File: src/rtl/rsq_pkg.sv
package rsq_pkg;

    typedef enum logic [2:0] {
        ST_RUN,
        ST_SUPPLY,
        ST_OSC_WAIT,
        ST_POR_WAIT,
        ST_SYS_HOLD,
        ST_PIN_HOLD,
        ST_SMR_HOLD
    } rsq_state_e;

    localparam int unsigned CAUSE_N = 5;
    localparam int unsigned CA_POR  = 0;
    localparam int unsigned CA_BOR  = 1;
    localparam int unsigned CA_PIN  = 2;
    localparam int unsigned CA_WDT  = 3;
    localparam int unsigned CA_SMR  = 4;

    localparam int unsigned XDLY_W    = 3;
    localparam int unsigned XHOLD_MAX = 10068;

    // Crystal hold lengths; undefined codes fall back to the longest.
    function automatic int unsigned xtal_hold_len(input logic [XDLY_W-1:0] code);
        int unsigned len;
        case (code)
            3'd0:    len = 568;
            3'd1:    len = 1068;
            3'd2:    len = 2068;
            3'd3:    len = 5068;
            default: len = XHOLD_MAX;
        endcase
        return len;
    endfunction

endpackage

File: src/rtl/rsq_hold_counter.sv
module rsq_hold_counter #(
    parameter int unsigned CNT_W = 16
) (
    input  logic             clk,
    input  logic             rst_n,
    input  logic             load,
    input  logic [CNT_W-1:0] load_val,
    output logic             expired
);

    logic [CNT_W-1:0] cnt_q;

    always_ff @(posedge clk or negedge rst_n) begin
        if (!rst_n) begin
            cnt_q <= '0;
        end else if (load) begin
            cnt_q <= load_val;
        end else if (cnt_q != '0) begin
            cnt_q <= cnt_q - 1'b1;
        end
    end

    assign expired = (cnt_q == '0);

    // an unloaded, unexpired count moves down by exactly one per cycle
    a_r2_count_step: assert property (@(posedge clk) disable iff (!rst_n)
        (!load && !expired) |=> (cnt_q == $past(cnt_q) - 1'b1));

endmodule

File: src/rtl/rsq_cause_log.sv
module rsq_cause_log
    import rsq_pkg::*;
(
    input  logic               clk,
    input  logic               rst_n,
    input  logic [CAUSE_N-1:0] cause_set,
    input  logic               seq_done,
    input  logic               stat_rd,
    output logic [CAUSE_N-1:0] rst_status
);

    logic [CAUSE_N-1:0] pend_q;
    logic [CAUSE_N-1:0] stat_q;

    for (genvar gi = 0; gi < CAUSE_N; gi++) begin : g_bit
        localparam logic PEND_INIT = (gi == CA_POR);

        always_ff @(posedge clk or negedge rst_n) begin
            if (!rst_n) begin
                pend_q[gi] <= PEND_INIT;
            end else if (seq_done) begin
                pend_q[gi] <= 1'b0;
            end else if (cause_set[gi]) begin
                pend_q[gi] <= 1'b1;
            end
        end

        always_ff @(posedge clk or negedge rst_n) begin
            if (!rst_n) begin
                stat_q[gi] <= 1'b0;
            end else begin
                stat_q[gi] <= (stat_q[gi] & ~stat_rd) | (pend_q[gi] & seq_done);
            end
        end
    end

    assign rst_status = stat_q;

    // new status bits only appear right after a release
    a_r9_set_on_release: assert property (@(posedge clk) disable iff (!rst_n)
        (|(rst_status & ~$past(rst_status))) |-> $past(seq_done));

    // a read with no coinciding release leaves the register empty
    a_r9_read_clears: assert property (@(posedge clk) disable iff (!rst_n)
        ($past(stat_rd) && !$past(seq_done)) |-> (rst_status == '0));

endmodule

File: src/rtl/rsq_fsm.sv
module rsq_fsm
    import rsq_pkg::*;
#(
    parameter int unsigned CNT_W        = 16,
    parameter int unsigned SYS_HOLD_CYC = 68,
    parameter int unsigned SMR_HOLD_CYC = 4,
    parameter int unsigned POR_WAIT_CYC = 1000
) (
    input  logic               clk,
    input  logic               rst_n,
    input  logic               por_det,
    input  logic               bor_det,
    input  logic               pin_rst,
    input  logic               wdt_evt,
    input  logic               smr_evt,
    input  logic               osc_ready,
    input  logic               xtal_en,
    input  logic [XDLY_W-1:0]  xtal_dly,
    input  logic               expired,
    output logic               cnt_load,
    output logic [CNT_W-1:0]   cnt_val,
    output logic [CAUSE_N-1:0] cause_set,
    output logic               seq_done,
    output logic               core_rst,
    output logic               ctl_rst,
    output logic               pin_drv_lo,
    output logic               rec_done
);

    localparam logic [CNT_W-1:0] SYS_LOAD = CNT_W'(SYS_HOLD_CYC - 1);
    localparam logic [CNT_W-1:0] SMR_LOAD = CNT_W'(SMR_HOLD_CYC - 1);
    localparam logic [CNT_W-1:0] POR_LOAD = CNT_W'(POR_WAIT_CYC - 1);

    rsq_state_e state_q, state_d;
    logic       smr_q, smr_d;
    logic       por_q, por_d;
    logic       smr_finish;
    logic [CNT_W-1:0] hold_load;

    always_comb begin
        if (xtal_en) begin
            hold_load = CNT_W'(xtal_hold_len(xtal_dly) - 1);
        end else begin
            hold_load = SYS_LOAD;
        end
    end

    // State register
    always_ff @(posedge clk or negedge rst_n) begin
        if (!rst_n) begin
            state_q <= ST_SUPPLY;
            smr_q   <= 1'b0;
            por_q   <= 1'b1;
        end else begin
            state_q <= state_d;
            smr_q   <= smr_d;
            por_q   <= por_d;
        end
    end

    // Next state
    always_comb begin
        state_d    = state_q;
        smr_d      = smr_q;
        por_d      = por_q;
        cnt_load   = 1'b0;
        cnt_val    = '0;
        cause_set  = '0;
        seq_done   = 1'b0;
        smr_finish = 1'b0;
        if (por_det) begin
            state_d           = ST_SUPPLY;
            smr_d             = 1'b0;
            por_d             = 1'b1;
            cause_set[CA_POR] = 1'b1;
        end else if (bor_det) begin
            state_d           = ST_SUPPLY;
            smr_d             = 1'b0;
            cause_set[CA_BOR] = 1'b1;
        end else begin
            unique case (state_q)
                ST_RUN: begin
                    if (pin_rst) begin
                        state_d           = ST_OSC_WAIT;
                        cause_set[CA_PIN] = 1'b1;
                    end else if (wdt_evt) begin
                        state_d           = ST_OSC_WAIT;
                        cause_set[CA_WDT] = 1'b1;
                    end else if (smr_evt) begin
                        state_d           = ST_OSC_WAIT;
                        smr_d             = 1'b1;
                        cause_set[CA_SMR] = 1'b1;
                    end
                end
                ST_SUPPLY: begin
                    state_d = ST_OSC_WAIT;
                end
                ST_OSC_WAIT: begin
                    if (smr_q && (pin_rst || wdt_evt)) begin
                        smr_d = 1'b0;
                        if (pin_rst) cause_set[CA_PIN] = 1'b1;
                        else         cause_set[CA_WDT] = 1'b1;
                    end else if (osc_ready) begin
                        cnt_load = 1'b1;
                        if (smr_q) begin
                            state_d = ST_SMR_HOLD;
                            cnt_val = SMR_LOAD;
                        end else if (por_q) begin
                            state_d = ST_POR_WAIT;
                            cnt_val = POR_LOAD;
                        end else begin
                            state_d = ST_SYS_HOLD;
                            cnt_val = hold_load;
                        end
                    end
                end
                ST_POR_WAIT: begin
                    if (expired) begin
                        state_d  = ST_SYS_HOLD;
                        cnt_load = 1'b1;
                        cnt_val  = hold_load;
                    end
                end
                ST_SYS_HOLD: begin
                    if (expired) begin
                        if (pin_rst) begin
                            state_d = ST_PIN_HOLD;
                        end else begin
                            state_d  = ST_RUN;
                            seq_done = 1'b1;
                            por_d    = 1'b0;
                        end
                    end
                end
                ST_PIN_HOLD: begin
                    if (!pin_rst) begin
                        state_d  = ST_RUN;
                        seq_done = 1'b1;
                        por_d    = 1'b0;
                    end
                end
                ST_SMR_HOLD: begin
                    if (pin_rst || wdt_evt) begin
                        state_d = ST_OSC_WAIT;
                        smr_d   = 1'b0;
                        if (pin_rst) cause_set[CA_PIN] = 1'b1;
                        else         cause_set[CA_WDT] = 1'b1;
                    end else if (expired) begin
                        state_d    = ST_RUN;
                        smr_d      = 1'b0;
                        seq_done   = 1'b1;
                        smr_finish = 1'b1;
                    end
                end
                default: begin
                    state_d = ST_SUPPLY;
                    smr_d   = 1'b0;
                end
            endcase
        end
    end

    // Outputs
    always_comb begin
        core_rst   = (state_q != ST_RUN);
        ctl_rst    = core_rst && !smr_q;
        pin_drv_lo = core_rst && !smr_q;
        rec_done   = smr_finish;
    end

    // without oscillator ready the machine does not leave the wait state
    a_r1_wait_osc: assert property (@(posedge clk) disable iff (!rst_n)
        (state_q == ST_OSC_WAIT && !osc_ready && !por_det && !bor_det)
        |=> (state_q == ST_OSC_WAIT));

    // a supply detect always leads to reset next cycle
    a_r3_supply_holds: assert property (@(posedge clk) disable iff (!rst_n)
        (por_det || bor_det) |=> core_rst);

    // recovery completion never touches control state
    a_r6_no_ctl_on_done: assert property (@(posedge clk) disable iff (!rst_n)
        rec_done |-> !ctl_rst);

    // core is released right after the done pulse
    a_r6_release_after_done: assert property (@(posedge clk) disable iff (!rst_n)
        rec_done |=> !core_rst);

    // at most one cause is taken per cycle
    a_r9_one_cause: assert property (@(posedge clk) disable iff (!rst_n)
        $onehot0(cause_set));

endmodule

File: src/rtl/rst_seq_top.sv
module rst_seq_top
    import rsq_pkg::*;
#(
    parameter int unsigned SYS_HOLD_CYC = 68,
    parameter int unsigned SMR_HOLD_CYC = 4,
    parameter int unsigned POR_WAIT_CYC = 275000
) (
    input  logic               clk,
    input  logic               rst_n,
    input  logic               por_det,
    input  logic               bor_det,
    input  logic               pin_rst,
    input  logic               wdt_evt,
    input  logic               smr_evt,
    input  logic               osc_ready,
    input  logic               xtal_en,
    input  logic [2:0]         xtal_dly,
    input  logic               stat_rd,
    output logic               core_rst,
    output logic               ctl_rst,
    output logic               pin_drv_lo,
    output logic               rec_done,
    output logic [4:0]         rst_status
);

    localparam int unsigned MAX_A = (POR_WAIT_CYC > XHOLD_MAX) ? POR_WAIT_CYC : XHOLD_MAX;
    localparam int unsigned MAX_B = (SYS_HOLD_CYC > SMR_HOLD_CYC) ? SYS_HOLD_CYC : SMR_HOLD_CYC;
    localparam int unsigned MAX_V = (MAX_A > MAX_B) ? MAX_A : MAX_B;
    localparam int unsigned CNT_W = $clog2(MAX_V + 1);

    logic               cnt_load;
    logic [CNT_W-1:0]   cnt_val;
    logic               expired;
    logic [CAUSE_N-1:0] cause_set;
    logic               seq_done;

    rsq_fsm #(
        .CNT_W       (CNT_W),
        .SYS_HOLD_CYC(SYS_HOLD_CYC),
        .SMR_HOLD_CYC(SMR_HOLD_CYC),
        .POR_WAIT_CYC(POR_WAIT_CYC)
    ) u_fsm (
        .clk       (clk),
        .rst_n     (rst_n),
        .por_det   (por_det),
        .bor_det   (bor_det),
        .pin_rst   (pin_rst),
        .wdt_evt   (wdt_evt),
        .smr_evt   (smr_evt),
        .osc_ready (osc_ready),
        .xtal_en   (xtal_en),
        .xtal_dly  (xtal_dly),
        .expired   (expired),
        .cnt_load  (cnt_load),
        .cnt_val   (cnt_val),
        .cause_set (cause_set),
        .seq_done  (seq_done),
        .core_rst  (core_rst),
        .ctl_rst   (ctl_rst),
        .pin_drv_lo(pin_drv_lo),
        .rec_done  (rec_done)
    );

    rsq_hold_counter #(.CNT_W(CNT_W)) u_cnt (
        .clk     (clk),
        .rst_n   (rst_n),
        .load    (cnt_load),
        .load_val(cnt_val),
        .expired (expired)
    );

    rsq_cause_log u_log (
        .clk       (clk),
        .rst_n     (rst_n),
        .cause_set (cause_set),
        .seq_done  (seq_done),
        .stat_rd   (stat_rd),
        .rst_status(rst_status)
    );

    // a system reset is never released while the pin was asserted
    a_r7_pin_blocks_release: assert property (@(posedge clk) disable iff (!rst_n)
        $fell(core_rst) |-> !$past(pin_rst));

    // pin drive follows the control-reset window
    a_r8_pin_drive: assert property (@(posedge clk) disable iff (!rst_n)
        $rose(pin_drv_lo) |-> (ctl_rst && core_rst));

endmodule

File: config.mk
export PLATFORM = sky130hd
export DESIGN_NAME = rst_seq_top
export DESIGN_NICKNAME = d
export VERILOG_FILES = /design/src/rtl/rsq_pkg.sv /design/src/rtl/rsq_hold_counter.sv /design/src/rtl/rsq_cause_log.sv /design/src/rtl/rsq_fsm.sv /design/src/rtl/rst_seq_top.sv
export SDC_FILE = /design/constraint.sdc
export NUM_CORES = 1
export LEC_CHECK = 0
export BUFFER_PORTS_ARGS = -buffer_cell sky130_fd_sc_hd__buf_2
export CAP_MARGIN = 20
export CORE_MARGIN = 10
export CORE_UTILIZATION = 40
export CTS_BUF_LIST = sky130_fd_sc_hd__clkbuf_2 sky130_fd_sc_hd__clkbuf_4 sky130_fd_sc_hd__clkbuf_8
export DETAILED_ROUTE_END_ITERATION = 8
export GPL_ROUTABILITY_DRIVEN = 0
export GPL_TIMING_DRIVEN = 1
export SYNTH_ARGS = -nofsm -noshare
export SYNTH_HDL_FRONTEND = slang
export SYNTH_HIERARCHICAL = 1
export SYNTH_SLANG_ARGS = --single-unit
File: constraint.sdc
create_clock -name clk -period 4.9 [get_ports clk]
set_input_delay 0 -clock clk [delete_from_list [all_inputs] [get_ports clk]]
set_output_delay 0 -clock clk [all_outputs]
set_load 0.005 [all_outputs]
==> impl_metrics.json, run 1 <==
{
  "status": "finished clean",
  "drt.antenna.violating_nets": 0,
  "clk_latency_ns": 0.28,
  "crit_path_max_incr_delay_ns": 0.62,
  "netlist_top_cells_area": "sky130_fd_sc_hd__dfrtp_1, sky130_fd_sc_hd__o21ai_0, sky130_fd_sc_hd__nand2_1, sky130_fd_sc_hd__xnor2_1, sky130_fd_sc_hd__nor2_1",
  "critPathLaunchType": "flip-flop",
  "top_level_i_o_count": 22,
  "syn_inst": 265,
  "synthesized_area_fraction_occupied_by_adder_cells_pct": 0.558,
  "timing.critical_path.mode_cell": "sky130_fd_sc_hd__or3_1",
  "die_area_um2": 9000,
  "finalNetCount": 292,
  "pre_cts_ws_ns": 1.40,
  "cp_num_buf_inv": 2,
  "synth.ff_latch_count": 34,
  "worstHoldPathType": "input port to flip-flop",
  "final_critical_delay_including_setup_and_external_delays_ns": 3.55,
  "post-layout-total-power_mw": 0.896,
  "fin_worst_skew_ns": 0.00904,
  "clk_path_buf_depth": 2,
  "wirelength_mm": 4.81,
  "grt_remaining_overflow": 0,
  "clock_tree.htree_level_count": 2,
  "crit_type": "flip-flop to flip-flop",
  "final_layout_size_suffix_gt1_share_pct": 17.6,
  "synth_simple_gate_area_share_pct": 26.6,
  "finalMaxSlewViolations": 0,
  "dp_cell_count": 340,
  "route.detailed.wl_per_inst_um": 13.7,
  "synth_edf_count": 0,
  "critPathArrivalTime_ns": 3.71,
  "drc_violation_count_after_routing": 0,
  "totalNegativeSetupSlack_ns": 0,
  "grt.total_usage_pct": 11.2,
  "worst_setup_path_end_kind": "flip-flop",
  "cts_sinks": 34,
  "worstPathCellList": "or4_1, or3_1, nor4_2, inv_1, or3_1, a21oi_2, buf_4, mux2_2",
  "synth-warning-count": 6,
  "grt_pass1_wl_mm": 8.20,
  "synthToLayoutAreaGrowth_pct": 8.26,
  "yosys.area_share.xor_xnor_pct": 6.64,
  "sequential_cell_area_um2": 855,
  "via_per_inst": 5.36,
  "synth.lib_cells_used.distinct": 47,
  "max_cap_violations": 0,
  "synth_top_family_by_area": "simple AND/OR/NAND/NOR gates",
  "number_of_antenna_violations_at_the_first_check_in_global_routing": 0,
  "crit_fanout": 30,
  "synth_seq_area_share_pct": 38.1,
  "rsz_0062_raised_after_global_routing": "false",
  "synth_compound_gate_area_share_pct": 16.5,
  "synthMostInstantiatedCell": "sky130_fd_sc_hd__nand2_1",
  "die_width_um": 94.9,
  "synth-async-reset-ratio_pct": 100,
  "port_buffers": 21,
  "num_rows": 27,
  "area_of_the_multi_input_gates_um2": 1190,
  "finalSetupViolCount": 0,
  "cts_root_buffer": "sky130_fd_sc_hd__clkbuf_8",
  "first_global_vias": 1745,
  "number_of_clock_buffers_inserted_by_tritoncts": 5,
  "drt_pass1_iterations": 4,
  "fillerInstances": 568,
  "timing.final.hold_violations": 0,
  "ys_dominant_reg_cell": "sky130_fd_sc_hd__dfrtp_1",
  "muxShareOfSynthArea_pct": 1.90,
  "largest_net_degree_at_the_start_of_global_routing": 35,
  "cp_required_ns": 5.06,
  "cellPowerDensity_nw_per_um2": 369,
  "synth_commonest_cells": "sky130_fd_sc_hd__nand2_1, sky130_fd_sc_hd__dfrtp_1, sky130_fd_sc_hd__o21ai_0",
  "max-slew-margin-rel_pct": 49.8,
  "cts_setup_buffers": 0,
  "finish.cell_count_without_fillers": 351,
  "core_region_area_um2": 5470,
  "timing.final.crit_share_pct": 72.4,
  "cell_type_group_with_the_largest_total_delay_on_the_critical_path": "simple AND/OR/NAND/NOR gates",
  "leakage_nw": 0.902,
  "dr.first_iter.drc_count": 150,
  "num_vias": 1882,
  "tightestPinTransition_ns": 0.753,
  "syn-mean-instance-area_um2": 8.46,
  "tritoncts": "yes",
  "crit_path_top_delay_cell": "sky130_fd_sc_hd__nor4_2",
  "start_util_pct": 41.0,
  "vdd_drop_max_v": 0.000205,
  "timing.final.ws_setup_ns": 1.35,
  "die-height_um": 94.9,
  "synth.largest_area_cell": "sky130_fd_sc_hd__dfrtp_1",
  "max_freq_mhz": 282,
  "dpl.hpwl_mm": 3.47,
  "clk_pin_slew_ns": 0.07,
  "netlist.area_leader.share_pct": 34.6,
  "synth_area_um2": 2240,
  "diodes_inserted": 0,
  "fin_hold_ws_ns": 0.0228
}
==> sequential cells by signal, summed over array words and instances, names as in the netlist <==
register          cells
u_fsm/smr_q           1
u_log/pend_q          5
u_log/rst_status      5
u_fsm/state_q         3
u_fsm/por_q           1
u_cnt/cnt_q          19
==> stage by stage <==
| stage | cell area [um^2] | utilization, % |
|---|---|---|
| final | 2430 | 44.4 |
| after CTS | 2430 | 44.4 |
| after global routing | 2430 | 44.4 |
| after floorplan | 2250 | - |
| after global placement | 2290 | 41.8 |
| after detailed placement | 2290 | 41.8 |
==> per-layer routing <==
metal,vias to the layer above,GRT usage [%],wire length [um]
met4,0,3.87,68
met5,-,0,0
met2,54,15.7,2040
met3,6,3.41,267
li1,938,-,-
met1,884,15.9,2430
==> placed cells by master (no fill, tap or decap), types with 4 or more instances in the layout <==
master	synthesis	final
sky130_fd_sc_hd__nand3_1	5	5
sky130_fd_sc_hd__nand2_1	34	34
sky130_fd_sc_hd__nor2_1	27	27
sky130_fd_sc_hd__nor3_1	11	11
sky130_fd_sc_hd__o31ai_1	9	9
sky130_fd_sc_hd__o21ai_0	28	28
sky130_fd_sc_hd__or3_1	5	5
sky130_fd_sc_hd__a21oi_1	13	12
sky130_fd_sc_hd__inv_1	11	11
sky130_fd_sc_hd__nor4_1	4	4
sky130_fd_sc_hd__conb_1	1	4
sky130_fd_sc_hd__dfrtp_1	31	31
sky130_fd_sc_hd__xnor2_1	14	14
sky130_fd_sc_hd__clkbuf_8	3	8
sky130_fd_sc_hd__buf_2	0	21
sky130_fd_sc_hd__nand2b_1	7	7
==> area by class of cell <==
cell class | count | area share [%]
clock buffer | 8 | 4.54
tap | 72 | 3.71
timing repair buffer | 25 | 5.88
multi-input combinational | 201 | 49.0
sequential | 34 | 35.2
inverter | 11 | 1.70
==> tightest hold or removal path: cells and delay by family <==
family,cells,cell delay (ns)
buffers and inverters,1,0.11
AO/OA/AOI/OAI,1,0.08
AND/OR/NAND/NOR,1,0.07
==> what timing repair did <==
action,CTS,global route
endpoints found under the setup margin,0,0
endpoints found under the hold margin,38,0
hold buffers,3,0
gates resized for setup,0,0
==> path summary, 6_finish.rpt <==
path	from	end	slack, ns	cells after the start
min in group asynchronous	rst_n	u_cnt/cnt_q[10]$_DFFE_PN0P_	0.32	2
worst min register to register	u_log/pend_q[1]$_DFFE_PN0P_	u_log/rst_status[1]$_DFF_PN0_	0.49	2
max in group asynchronous	rst_n	u_fsm/smr_q$_DFFE_PN0P_	4.10	2
worst max register to register	u_cnt/cnt_q[5]$_DFFE_PN0P_	u_cnt/cnt_q[6]$_DFFE_PN0P_	1.35	8
worst min-delay path	bor_det	u_fsm/por_q$_DFFE_PN1P_	0.02	3
worst max-delay path	u_cnt/cnt_q[5]$_DFFE_PN0P_	u_cnt/cnt_q[6]$_DFFE_PN0P_	1.35	8
==> cells by family after synthesis <==
kind of cell / count (synthesis)
AOI/OAI and AO/OA: 62
xor gates and xnor gates: 17
adders and majority gates: 1
DFF: 34
other: 1
buffers and inverters: 33
and+or+nand+nor: 113
muxes: 4
==> report_power, final <==
part	total, mW	switching [mW]	internal (mW)
clock	0.240	0.0986	0.142
sequential	0.439	0.0819	0.357
combinational	0.216	0.108	0.108
Power figures use the tool's default switching activity.
==> run 2: changes to the inputs <==
Settings changed: ABC_AREA set to 1.
Clock period 4.9 ns to 3.2 ns, I/O delays scaled along.
==> impl_metrics.json, run 2 <==
{
  "tritoncts": "yes",
  "max-slew-margin-rel_pct": 46.5,
  "port_buffers": 21,
  "num_vias": 2495,
  "crit_type": "flip-flop to flip-flop",
  "synth.largest_area_cell": "sky130_fd_sc_hd__dfrtp_1",
  "clock_tree.htree_level_count": 2,
  "top_level_i_o_count": 22,
  "vdd_drop_max_v": 0.000214,
  "worst_setup_path_end_kind": "flip-flop",
  "timing.final.crit_share_pct": 90.1,
  "syn_inst": 413,
  "ys_dominant_reg_cell": "sky130_fd_sc_hd__dfrtp_1",
  "reg_with_most_ffs": "u_cnt/cnt_q",
  "max_cap_violations": 0,
  "cts_root_buffer": "sky130_fd_sc_hd__clkbuf_8",
  "drt.antenna.violating_nets": 0,
  "area_after_dpl_um2": 2810,
  "synth_edf_count": 0,
  "tightestPinTransition_ns": 0.802,
  "r2r_slack_ns": 0.32,
  "clk_path_buf_depth": 2,
  "wirelength_mm": 6.33,
  "number_of_antenna_violations_at_the_first_check_in_global_routing": 0,
  "totalNegativeSetupSlack_ns": 0,
  "finalNetCount": 445,
  "grt_pass1_wl_mm": 11.1,
  "netlist_top_cells_area": "sky130_fd_sc_hd__dfrtp_1, sky130_fd_sc_hd__nand2_1, sky130_fd_sc_hd__nor2_1, sky130_fd_sc_hd__nand3_1, sky130_fd_sc_hd__inv_1",
  "drt_pass1_iterations": 5,
  "grt.total_usage_pct": 12.9,
  "start_util_pct": 41.9,
  "worstSetupEndpoint": "u_cnt/cnt_q[3]$_DFFE_PN0P_",
  "synth_seq_area_share_pct": 31.6,
  "cts_sinks": 34,
  "max_freq_mhz": 347,
  "synthMostInstantiatedCell": "sky130_fd_sc_hd__nand2_1",
  "drc_violation_count_after_routing": 0,
  "synthToLayoutAreaGrowth_pct": 7.86,
  "syn-mean-instance-area_um2": 6.55,
  "cellPowerDensity_nw_per_um2": 629,
  "die-height_um": 102,
  "grt_remaining_overflow": 0,
  "critical_path.startpoint": "u_cnt/cnt_q[0]$_DFFE_PN0P_",
  "critPathArrivalTime_ns": 3.08,
  "core_region_area_um2": 6460,
  "mostFrequentLayoutCell": "sky130_fd_sc_hd__nand2_1",
  "crit_path_top_delay_cell": "sky130_fd_sc_hd__nor3_1",
  "final_layout_size_suffix_gt1_share_pct": 19.7,
  "netlist.area_leader.share_pct": 28.7,
  "first_global_vias": 2481,
  "leakage_nw": 1.52,
  "rsz_0062_raised_after_global_routing": "false",
  "clk_pin_slew_ns": 0.08,
  "largest_net_degree_at_the_start_of_global_routing": 35,
  "synth_area_um2": 2710,
  "fillerInstances": 662,
  "final_critical_delay_including_setup_and_external_delays_ns": 2.88,
  "number_of_clock_buffers_inserted_by_tritoncts": 5,
  "crit_path_max_incr_delay_ns": 0.44,
  "worstHoldPathType": "input port to flip-flop",
  "route.detailed.wl_per_inst_um": 12.4,
  "synth_commonest_cells": "sky130_fd_sc_hd__nand2_1, sky130_fd_sc_hd__nor2_1, sky130_fd_sc_hd__inv_1",
  "num_rows": 29,
  "finalMaxSlewViolations": 0,
  "fin_worst_skew_ns": 0.0108,
  "timing.critical_path.mode_cell": "sky130_fd_sc_hd__inv_2",
  "r2r_end": "u_cnt/cnt_q[3]$_DFFE_PN0P_",
  "dpl.hpwl_mm": 5.01,
  "layout_common_cells": "sky130_fd_sc_hd__nand2_1, sky130_fd_sc_hd__nor2_1, sky130_fd_sc_hd__inv_1",
  "via_per_inst": 4.90,
  "die_area_um2": 10500,
  "clk_latency_ns": 0.28,
  "worstPathCellList": "inv_2, ha_1, nand3_2, nor2_4, nand2_1, nor3_1, nand2_2, a21oi_1, inv_2, nand4_4, inv_2, a21oi_1",
  "final_area_um2": 2920,
  "worstReg2RegStart": "u_cnt/cnt_q[0]$_DFFE_PN0P_",
  "finalSetupViolCount": 0,
  "status": "finished clean",
  "critPathLaunchType": "flip-flop",
  "timing.final.hold_violations": 0,
  "synth-async-reset-ratio_pct": 100,
  "synth-warning-count": 6,
  "cts_resized": 0,
  "synth.lib_cells_used.distinct": 36,
  "dr.first_iter.drc_count": 134,
  "rr_worst_depth": 12,
  "crit_fanout": 18,
  "synth.ff_latch_count": 34,
  "die_width_um": 102,
  "largest_register_ffs": 19,
  "diodes_inserted": 0,
  "cp_required_ns": 3.40
}
## run 2: changes by cell type in the layout (fill, tap and decap cells not counted), moves of 9 or more
cell                      previous run  this run
sky130_fd_sc_hd__nand2_2             0        11
sky130_fd_sc_hd__o31ai_1             9         0
sky130_fd_sc_hd__nand3_1             5        38
sky130_fd_sc_hd__nand4_1             0        11
sky130_fd_sc_hd__nor2_1             27        55
sky130_fd_sc_hd__xnor2_1            14         1
sky130_fd_sc_hd__inv_1              11        43
sky130_fd_sc_hd__nand2_1            34       130
sky130_fd_sc_hd__o21ai_0            28         6
sky130_fd_sc_hd__nor2_2              0        13
## run 2: kinds of logic after synthesis
family,Yosys count,share of synthesized area [%]
adders and majority gates,1,0.462
xor gates and xnor gates,4,1.30
other,1,0.139
and+or+nand+nor,284,50.3
buffers and inverters,67,11.5
AOI/OAI and AO/OA,22,4.76
DFF,34,31.6
## run 2: area by class of cell
type	instances	area, um^2	area share, %
clock buffers	7	90.1	3.09
clock inverters	1	5.00	0.172
inverters	52	198	6.78
multi-input cells	315	1550	53.2
flip-flops and latches	34	855	29.3
well taps	77	96.3	3.30
repair buffers	23	123	4.20
## run 2: through the flow
step                cells  util [%]  setup WS [ns]  power [mW]  hold WS (ns)
finish                509      45.2          0.317        1.84        0.0111
global route          509      45.2         0.0125        2.00        0.0366
CTS                   509      45.2          0.298        1.85       0.00609
detailed placement    500      43.5          0.317        1.50         0.133
global placement      500      43.5          0.526        1.50         0.130
floorplan             416         -          0.779        1.33        -0.296
## run 2: repair_timing
item | in CTS | in global routing
setup buffers | 0 | 0
hold buffers | 1 | 0
hold endpoints to repair | 31 | 0
## run 2: how the worst min path moves through the flow
stage,from,slack (ns),to,cells after the start
CTS,por_det,0.006,u_fsm/por_q$_DFFE_PN1P_,3
global route,por_det,0.04,u_fsm/por_q$_DFFE_PN1P_,3
floorplan,rst_n,-0.30,u_cnt/cnt_q[0]$_DFFE_PN0P_,0
global placement,rst_n,0.13,u_fsm/state_q[1]$_DFFE_PN0P_,1
detailed placement,rst_n,0.13,u_fsm/state_q[1]$_DFFE_PN0P_,1
finish,por_det,0.01,u_fsm/por_q$_DFFE_PN1P_,3
## run 2: where the power goes
group / total [mW] / internal, mW / switching, mW
Clock: 0.338 / 0.182 / 0.156
Sequential: 0.692 / 0.558 / 0.134
Combinational: 0.806 / 0.277 / 0.528
Total: 1.84 / 1.02 / 0.819
## run 2: worst max-delay path, delay by kind of cell, from the launching register on
kind / cells / cell delay [ns]
compound gates: 2 / 0.57
fa+ha+maj: 1 / 0.25
buf+inv: 3 / 0.43
flops: 1 / 0.38
simple gates: 6 / 1.16
## run 2: layer usage
layer | share of wire (%) | wire length, um | vias up | global-route usage [%]
li1 | - | - | 1315 | -
met4 | 0.82 | 52 | 0 | 3.47
met1 | 48 | 3030 | 1121 | 16.1
met5 | 0 | 0 | - | 0
met3 | 3.2 | 200 | 4 | 2.09
met2 | 48 | 3050 | 55 | 22.4
